[config.mk]
export PLATFORM = sky130hd
export DESIGN_NAME = ofs_sched_top
export DESIGN_NICKNAME = d
export VERILOG_FILES = /design/src/rtl/ofs_pkg.sv /design/src/rtl/ofs_state_reg.sv /design/src/rtl/ofs_decode.sv /design/src/rtl/ofs_repeat.sv /design/src/rtl/ofs_sched_top.sv
export SDC_FILE = /design/constraint.sdc
export NUM_CORES = 1
export LEC_CHECK = 0
export CAP_MARGIN = 40
export CORE_AREA = 2 2 39 41
export DETAILED_ROUTE_END_ITERATION = 8
export DIE_AREA = 0 0 41 43
export DONT_BUFFER_PORTS = 1
export GPL_ROUTABILITY_DRIVEN = 0
export GPL_TIMING_DRIVEN = 0
export PLACE_DENSITY = 0.58
export SYNTH_ARGS = -nofsm -noshare
export SYNTH_HDL_FRONTEND = slang
export SYNTH_SLANG_ARGS = --single-unit
[constraint.sdc]
create_clock -name clk -period 1.91 [get_ports clk]
set_input_delay 0.0955 -clock clk [delete_from_list [all_inputs] [get_ports clk]]
set_output_delay 0.0955 -clock clk [all_outputs]
set_load 0.02 [all_outputs]
[src/rtl/ofs_pkg.sv]
// Shared helpers for the offload schedule counter.
// Assumes: nothing beyond IEEE 1800-2017 constant functions.
package ofs_pkg;

    // Bit width needed to index n states, never below one.
    function automatic int unsigned idx_width(int unsigned n);
        return (n < 2) ? 1 : $clog2(n);
    endfunction

endpackage

[src/rtl/ofs_state_reg.sv]
// State register of the schedule counter, binary or one-hot.
// Presents the state as a binary index regardless of the storage chosen.
// Assumes: NSTATES >= 2; clear has priority over step.
module ofs_state_reg
    import ofs_pkg::*;
#(
    parameter int unsigned NSTATES = 42,
    parameter bit          ONEHOT  = 1'b0,
    localparam int unsigned SW     = idx_width(NSTATES)
) (
    input  logic          clk,
    input  logic          rst_n,
    input  logic          clear,
    input  logic          step,
    output logic [SW-1:0] idx
);

    generate
        if (ONEHOT) begin : g_onehot
            logic [NSTATES-1:0] vec_q;

            // Rotate the single hot bit forward, or park it on state 0.
            always_ff @(posedge clk) begin
                if (!rst_n)     vec_q <= NSTATES'(1);
                else if (clear) vec_q <= NSTATES'(1);
                else if (step)  vec_q <= {vec_q[NSTATES-2:0], 1'b0};
            end

            // Convert the hot position into a binary index.
            always_comb begin
                idx = '0;
                for (int i = 0; i < NSTATES; i++) begin
                    if (vec_q[i]) idx = idx | SW'(i);
                end
            end

            AST_ONEHOT_VALID: assert property (@(posedge clk) disable iff (!rst_n)
                $onehot(vec_q));
        end else begin : g_binary
            logic [SW-1:0] cnt_q;

            // Plain up-counter with synchronous clear.
            always_ff @(posedge clk) begin
                if (!rst_n)     cnt_q <= '0;
                else if (clear) cnt_q <= '0;
                else if (step)  cnt_q <= cnt_q + 1'b1;
            end

            assign idx = cnt_q;

            AST_BIN_RANGE: assert property (@(posedge clk) disable iff (!rst_n)
                cnt_q <= SW'(NSTATES - 1));
        end
    endgenerate

endmodule

[src/rtl/ofs_decode.sv]
// Decodes the state index into child enables, first/final flags and the
// advance decision. With PAUSE each child owns one offload state that
// holds until its done; without PAUSE a child is enabled across its window.
// Assumes: windows sorted and non-overlapping, inside [0, LATENCY).
module ofs_decode
    import ofs_pkg::*;
#(
    parameter int unsigned NSTATES    = 42,
    parameter int unsigned NCHILD     = 2,
    parameter bit          PAUSE      = 1'b1,
    parameter int unsigned WIN_LO [NCHILD] = '{default: 0},
    parameter int unsigned WIN_HI [NCHILD] = '{default: 1},
    localparam int unsigned SW        = idx_width(NSTATES)
) (
    input  logic [SW-1:0]     idx,
    input  logic              busy,
    input  logic [NCHILD-1:0] child_done,
    output logic [NCHILD-1:0] child_en,
    output logic              first_st,
    output logic              final_st,
    output logic              adv
);

    // Offload state of child k: window start minus cycles already collapsed.
    function automatic int unsigned offload_state(int unsigned k);
        int unsigned gone = 0;
        for (int unsigned j = 0; j < k; j++) gone += WIN_HI[j] - WIN_LO[j];
        return WIN_LO[k] - gone + k;
    endfunction

    logic [NCHILD-1:0] hold;

    generate
        for (genvar k = 0; k < NCHILD; k++) begin : g_child
            if (PAUSE) begin : g_pause
                localparam int unsigned OFF = offload_state(k);
                // Enable on the single offload state; hold until child done.
                always_comb begin
                    child_en[k] = busy && (idx == SW'(OFF));
                    hold[k]     = child_en[k] && !child_done[k];
                end
            end else begin : g_count
                // Enable over the whole window; never hold.
                always_comb begin
                    child_en[k] = busy && (idx >= SW'(WIN_LO[k])) && (idx < SW'(WIN_HI[k]));
                    hold[k]     = 1'b0;
                end
            end
        end
    endgenerate

    // Boundary flags and the advance decision.
    always_comb begin
        first_st = busy && (idx == '0);
        final_st = busy && (idx == SW'(NSTATES - 1));
        adv      = busy && !(|hold);
    end

endmodule

[src/rtl/ofs_repeat.sv]
// Counts the passes still to run after the current one.
// Assumes: REPEATS >= 1; load and dec never coincide.
module ofs_repeat
    import ofs_pkg::*;
#(
    parameter int unsigned REPEATS = 2,
    localparam int unsigned RW     = idx_width(REPEATS)
) (
    input  logic clk,
    input  logic rst_n,
    input  logic load,
    input  logic dec,
    output logic last
);

    logic [RW-1:0] left_q;

    // Load the remaining-pass count on launch, step down at each wrap.
    always_ff @(posedge clk) begin
        if (!rst_n)    left_q <= '0;
        else if (load) left_q <= RW'(REPEATS - 1);
        else if (dec)  left_q <= left_q - 1'b1;
    end

    assign last = (left_q == '0);

    AST_REP_NO_UNDERFLOW: assert property (@(posedge clk) disable iff (!rst_n)
        dec |-> !last);
    AST_REP_RANGE: assert property (@(posedge clk) disable iff (!rst_n)
        left_q <= RW'(REPEATS - 1));

endmodule

[src/rtl/ofs_sched_top.sv]
// Schedule counter for a fixed-latency parent with child offload windows.
// Derives the state count from the windows, runs REPEATS passes per start
// and pulses done once after the last pass.
// Assumes: windows sorted, non-overlapping, within LATENCY; state count >= 2.
module ofs_sched_top
    import ofs_pkg::*;
#(
    parameter int unsigned LATENCY        = 100,
    parameter int unsigned NUM_CHILD      = 2,
    parameter int unsigned CHILD_BEG [NUM_CHILD] = '{10, 40},
    parameter int unsigned CHILD_END [NUM_CHILD] = '{30, 80},
    parameter int unsigned REPEATS        = 2,
    parameter int unsigned ONE_HOT_CUTOFF = 0,
    parameter bit          PAUSE          = 1'b1,
    localparam int unsigned NSTATES       = PAUSE ? ofs_count_states(NUM_CHILD) : LATENCY,
    localparam int unsigned SW            = idx_width(NSTATES)
) (
    input  logic                 clk,
    input  logic                 rst_n,
    input  logic                 start,
    input  logic [NUM_CHILD-1:0] child_done,
    output logic [SW-1:0]        state_idx,
    output logic [NUM_CHILD-1:0] child_en,
    output logic                 first_st,
    output logic                 final_st,
    output logic                 done
);

    // Gap cycles plus one offload state per child.
    function automatic int unsigned ofs_count_states(int unsigned n);
        int unsigned s = LATENCY;
        for (int unsigned k = 0; k < n; k++) s = s - (CHILD_END[k] - CHILD_BEG[k]) + 1;
        return s;
    endfunction

    localparam bit ONEHOT = (NSTATES <= ONE_HOT_CUTOFF);

    logic busy_q;
    logic done_q;
    logic adv;
    logic last;
    logic leave;

    assign leave = adv && final_st;

    ofs_state_reg #(
        .NSTATES (NSTATES),
        .ONEHOT  (ONEHOT)
    ) u_state (
        .clk   (clk),
        .rst_n (rst_n),
        .clear (!busy_q || leave),
        .step  (adv),
        .idx   (state_idx)
    );

    ofs_decode #(
        .NSTATES (NSTATES),
        .NCHILD  (NUM_CHILD),
        .PAUSE   (PAUSE),
        .WIN_LO  (CHILD_BEG),
        .WIN_HI  (CHILD_END)
    ) u_decode (
        .idx        (state_idx),
        .busy       (busy_q),
        .child_done (child_done),
        .child_en   (child_en),
        .first_st   (first_st),
        .final_st   (final_st),
        .adv        (adv)
    );

    ofs_repeat #(
        .REPEATS (REPEATS)
    ) u_repeat (
        .clk   (clk),
        .rst_n (rst_n),
        .load  (!busy_q && start),
        .dec   (leave && !last),
        .last  (last)
    );

    // Run/idle control and the completion pulse.
    always_ff @(posedge clk) begin
        if (!rst_n) begin
            busy_q <= 1'b0;
            done_q <= 1'b0;
        end else begin
            busy_q <= busy_q ? !(leave && last) : start;
            done_q <= leave && last;
        end
    end

    assign done = done_q;

    AST_DONE_SINGLE: assert property (@(posedge clk) disable iff (!rst_n)
        done |=> !done);
    AST_DONE_IDLE: assert property (@(posedge clk) disable iff (!rst_n)
        done |-> (child_en == '0) && !first_st && !final_st);
    AST_NORMAL_STEP: assert property (@(posedge clk) disable iff (!rst_n)
        busy_q && !(|child_en) && !final_st |=> state_idx == $past(state_idx) + 1'b1);
    AST_WRAP_ZERO: assert property (@(posedge clk) disable iff (!rst_n)
        leave && !last |=> first_st);
    AST_LAUNCH: assert property (@(posedge clk) disable iff (!rst_n)
        !busy_q && start |=> first_st);
    AST_CHILD_EXCL: assert property (@(posedge clk) disable iff (!rst_n)
        $onehot0(child_en));

    generate
        if (PAUSE) begin : g_hold_chk
            for (genvar k = 0; k < NUM_CHILD; k++) begin : g_k
                AST_OFFLOAD_HOLD: assert property (@(posedge clk) disable iff (!rst_n)
                    child_en[k] && !child_done[k] |=> child_en[k] && $stable(state_idx));
            end
        end
    endgenerate

endmodule

* Word level (Yosys, flattened, before mapping)
Index checks and enable logic that the tools add are counted.
** Storage, ports and cells
- Bits in latches :: 0
- Bits in read-only memories :: 0
- Memories kept :: 0
- Bits in registers :: 9
- Output and inout bits :: 11
- Input bits :: 5
- Word-level logic and storage cells :: 35
- Bits in writable memories :: 0
** Operators by class
- Divide/modulo/power cells :: 0
- Shift-type cells :: 0
- Bitwise gates (word level) :: 2
- Order comparisons :: 0
- Equality and inequality tests :: 3
- Reductions and logical operators :: 21
- Add/subtract/negate cells :: 2
- Multiplexer cells :: 3
- $mul :: 0
** Operators with widths (number)
- logical AND 1 bit :: 11
- adder 6 x 1 -> 6 bit, second input constant :: 1
- == test 6 x 4 -> 1 bit, second input constant :: 1
- == test 6 x 5 -> 1 bit, second input constant :: 1
- == test 6 bit, second input constant :: 1
- logical NOT 6 bit :: 1
- logical NOT 1 bit :: 5
- OR reduction 2 bit :: 2
- 2-to-1 mux 1 bit :: 3
- NOT 1 bit :: 2
- nonzero test 2 bit :: 1
- logical OR 1 bit :: 1
- subtractor 1 bit, second input constant :: 1

* Longest topological paths before layout
- Word-level depth :: 10
- Depth in mapped cells :: 6
- Depth with buffers taken out :: 6

* By module
A second synthesis with hierarchy kept.
** Unflattened totals
- Cell total of the unflattened synthesis :: 52
- Area, all modules :: 454.2 um^2
** By module, submodules not included
- ofs_state_reg :: seq. area each 120.1 um^2, cells each 25, area an instance 245.2 um^2, instances 1
- ofs_decode :: seq. area each 0.0 um^2, cells each 13, area an instance 87.6 um^2, instances 1
- ofs_sched_top :: seq. area each 40.0 um^2, cells each 10, area an instance 81.3 um^2, instances 1
- ofs_repeat :: seq. area each 20.0 um^2, cells each 4, area an instance 40.0 um^2, instances 1

* Worst setup path before layout
OpenSTA, ideal clock, no wires.
- Path type :: flip-flop to flip-flop
- Start :: reg u_state.g_binary.cnt_q[0], in the netlist u_state.idx[0]
- End :: reg u_state.g_binary.cnt_q[2], in the netlist u_state.idx[2]
- Path slack :: 0.226 ns
- Arrival :: 1.613 ns
- Required time :: 1.839 ns
- Path buffers :: 0
- Cell stages (with the launch flop) :: 7
- Clock period less this slack :: 1.684 ns
- Setup time :: 0.071 ns
- Path through :: dfxtp_1 > inv_1 > ha_1 > nand3b_1 > o41ai_2 > or4_1 > a21oi_1
** On the way
- Cells in the longest elaborated chain, start to end :: 9
- Elaborated cells between the ends (all ways) :: 15
- Those cells by class :: add/sub: 1; eq/ne: 3; reduce/logical: 11
** Ends and longest elaborated chain
- start: declaration :: RTL line ofs_state_reg.sv:40 : logic [SW-1:0] cnt_q;
- start signal: assignment :: RTL line ofs_state_reg.sv:46 : else if (step) cnt_q <= cnt_q + 1'b1;
- == test 6 x 4 -> 1 bit or == test 6 x 5 -> 1 bit (tied branches) :: RTL line ofs_decode.sv:39 : child_en[k] = busy && (idx == SW'(OFF));
- logical AND 1 bit :: RTL line ofs_decode.sv:39
- logical AND 1 bit :: RTL line ofs_decode.sv:40 : hold[k] = child_en[k] && !child_done[k];
- OR reduction 2 bit :: RTL line ofs_decode.sv:56 : adv = busy && !(|hold);
- logical NOT 1 bit :: RTL line ofs_decode.sv:56
- logical AND 1 bit :: RTL line ofs_decode.sv:56
- logical AND 1 bit :: RTL line ofs_sched_top.sv:44 : assign leave = adv && final_st;
- logical OR 1 bit :: RTL line ofs_sched_top.sv:52 : .clear (!busy_q || leave),
- OR reduction 2 bit (no source line)
Parallel ways exist; a longest one is shown, timed or not.
A chain may end at the register's enable or synchronous reset.

* Worst setup path in the final report
Ends and elaborated chain as after synthesis.

==> flow_summary.toml <==
[final_layout]
antenna_cells = 0
area_delta_synth_final_pct = 14.29
final_cells = 79
nets = 73
drive_above_1_share = 0.2063

[cts]
post-cts-setup-buffers = 0
clk_pin_slew_ns = 0.06
numCtsBuffers = 3
cts_tree = "yes"
clockBufferDepth = 2
cts.htree.levels = 1
cts-root-buf = "clkbuf_4"
cts.sinks = 9
clk_latency_ns = 0.26

[sta]
max_freq_mhz = 575.4
hold_viol_final = 0
setup_viol = 0
skew_ns = 0.001105
fin_tns_setup_ns = 0
tightest_slew_ns = 0.5091
hold_slack_ns = 0.01758
rsz0062_at_grt = "no"
maxSlewViolCount = 0
min_period_ns = 1.738
final.setup.worst_slack_ns = 0.1722
finalCritPeriodShare = 0.9099
slew-limit-headroom = 0.6580

[yosys]
synthCells = 57
ys_seq_area_frac = 0.3487
ys_types = 26
syn-cell-area_um2 = 516.7
syn_avg_cell_area_um2 = 9.066
synth_top_family_by_area = "simple AND/OR/NAND/NOR gates"
yosysWarnings = 0
synthAdderAreaFrac = 0.09685
synth-xor-area-share = 0.03390
synthMuxAreaShare = 0
syn-num-nets = 66
synth-seq-cells = 9
synth_simple_gate_area_share = 0.3099
synth-compound-area-share = 0.1598

[worst_setup_path]
rr_startpoint = "u_state.idx[0]"
reg2reg_slack_ns = 0.17
path_max_fanout = 8
critical-path-slowest-cell = "or4_1"
cpPeakStageDelay_ns = 0.49
arrival_ns = 1.93
worst_path_dominant_cell_family = "simple AND/OR/NAND/NOR gates"
reg2reg_depth = 6
cp_data_required_time_ns = 2.10
startpoint_type = "flop"
cp-end-kind = "flop"
worst-path-buf-inv = 1
crit_chain = "inv_1 -> ha_1 -> nand3b_1 -> o41ai_4 -> or4_1 -> a21oi_1"
crit_type = "flop to flop"
timing.rr.end = "u_state.idx[2]"

[run]
drv_cap = 0

[die]
dieArea_um2 = 1763
dieHeight_um = 43
ios = 16
coreArea_um2 = 1384
die_w_um = 41
start_util = 0.3734
rows = 14

[detailed_routing]
wl_per_cell_um = 13.18
drc = 0
dr_total_vias = 443
viasPerCell = 5.608
wl_um = 1041
drtAntennaViolNets = 0
first_iter_violations = 9
drt_pass1_iterations = 4

[placed_design]
hpwl_um = 725.9
dp_slack_ns = 0.03692
dpl.cell_count = 74
port_buffers = 0

[global_routing]
grt_max_degree = 11
grt_pass1_wl_um = 1614
antenna_found_initial = 0
grt_pass1_vias = 397
grt.overflow.total = 0
grt_usage = 0.1348

[power_and_ir_drop]
pwr-share-comb = 0.086
total_power_uw = 378.5
p_sw_uw = 90.73
power.share.clock = 0.396
power_frac_seq = 0.518
swShare = 0.2397
internal_power_uw = 287.8
leakage_nw = 0.2027
p_per_area_nw_per_um2 = 640.9
peakVddDrop_uv = 241.1

[hold_path]
min_path_type = "primary input to flop"
min_from = "start"
hold_end = "busy_q"
hold_depth = 1

[status]
status = "finished, final reports clean"
[cell families (layout without fill, tap and decap cells)]
group                    Yosys count  after routing
AND/OR/NAND/NOR                   25             25
flip-flops                         9              9
AO/OA/AOI/OAI                     12             12
buffers and inverters              5             11
adder cells (fa/ha/maj)            4              4
XOR/XNOR                           2              2
[layout make-up]
type                       count  area [um2]
buffer                         1       11.26
tap                           16       20.02
timing repair buffer           2       15.01
clock buffer                   4       26.28
sequential                     9       181.4
fill                         149       793.3
inverter                       4       15.01
multi-input combinational     43       321.6
[per-layer routing]
layer,part of all wire,GRT usage
met5,0,0
met2,0.52,0.2094
met4,0.0096,0.08000
met3,0.037,0.03665
met1,0.43,0.1553
[power groups by stage]
stage                     combinational, mW  clock (mW)  sequential (mW)
after floorplan                      0.0229           0            0.200
after global routing                 0.0360       0.163            0.196
after global placement               0.0272           0            0.200
final                                0.0326       0.150            0.196
after CTS                            0.0311       0.157            0.196
after detailed placement             0.0290           0            0.200
[what timing repair did]
action | CTS | global route
hold buffers | 1 | 0
hold endpoints to repair | 3 | 0
endpoints found under the setup margin | 0 | 4
resized for setup | 0 | 2
[cells in the mapped netlist]
master     count  area share
a21oi_1        5       0.048
and3_2         1       0.015
and4_1         1       0.017
and4bb_2       1       0.024
buf_6          1       0.022
dfxtp_1        9        0.35
ha_1           4       0.097
inv_1          4       0.029
nand2_1        2       0.015
nand3_1        3       0.029
nand3b_1       1       0.015
nand4_1        1       0.012
nand4bb_1      1       0.022
nor2_1         5       0.036
nor2b_1        2       0.024
nor3_1         1      0.0097
nor3b_1        1       0.015
nor4b_1        1       0.017
o21ai_0        3       0.029
o221a_2        1       0.022
o31ai_1        2       0.029
o41ai_2        1       0.031
or3_2          2       0.029
or3b_2         1       0.017
or4_1          1       0.015
xor2_1         2       0.034
[worst max-delay path by stage]
stage	slack, ns	from	depth (start not counted)	endpoint
after global placement	0.08	u_state.idx[0]	6	u_state.idx[2]
after CTS	0.02	u_state.idx[0]	6	u_state.idx[2]
after detailed placement	0.04	u_state.idx[0]	6	u_state.idx[2]
final	0.17	u_state.idx[0]	6	u_state.idx[2]
after floorplan	0.23	u_state.idx[0]	6	u_state.idx[2]
after global routing	0.01	u_state.idx[1]	5	u_state.idx[3]
[stage by stage]
step	instance area, um2	util
final	590.6	0.4268
after global placement	536.8	0.3879
after global routing	590.6	0.4268
after floorplan	516.7	-
after CTS	578.1	0.4177
after detailed placement	541.8	0.3915
[layout by cell type (no fill, tap or decap), drive strengths merged]
cell type | synthesis | final
clkbuf | 0 | 4
nand3 | 3 | 3
nor3b | 1 | 1
or3 | 2 | 2
and4bb | 1 | 1
or4 | 1 | 1
nor2 | 5 | 5
and3 | 1 | 1
nand4 | 1 | 1
o221a | 1 | 1
o21ai | 3 | 3
nor4b | 1 | 1
ha | 4 | 4
xor2 | 2 | 2
nand3b | 1 | 1
nand4bb | 1 | 1
and4 | 1 | 1
buf | 1 | 2
o41ai | 1 | 1
nand2 | 2 | 2
or3b | 1 | 1
o31ai | 2 | 2
dlygate4sd3 | 0 | 1
a21oi | 5 | 5
dfxtp | 9 | 9
nor2b | 2 | 2
inv | 4 | 4
nor3 | 1 | 1
[sequential cells by signal, indices dropped and copies added, names as in the netlist]
name             count
busy_q               1
u_state.idx          6
done                 1
u_repeat.left_q      1
No activity file was read; power rests on OpenSTA's default activity.
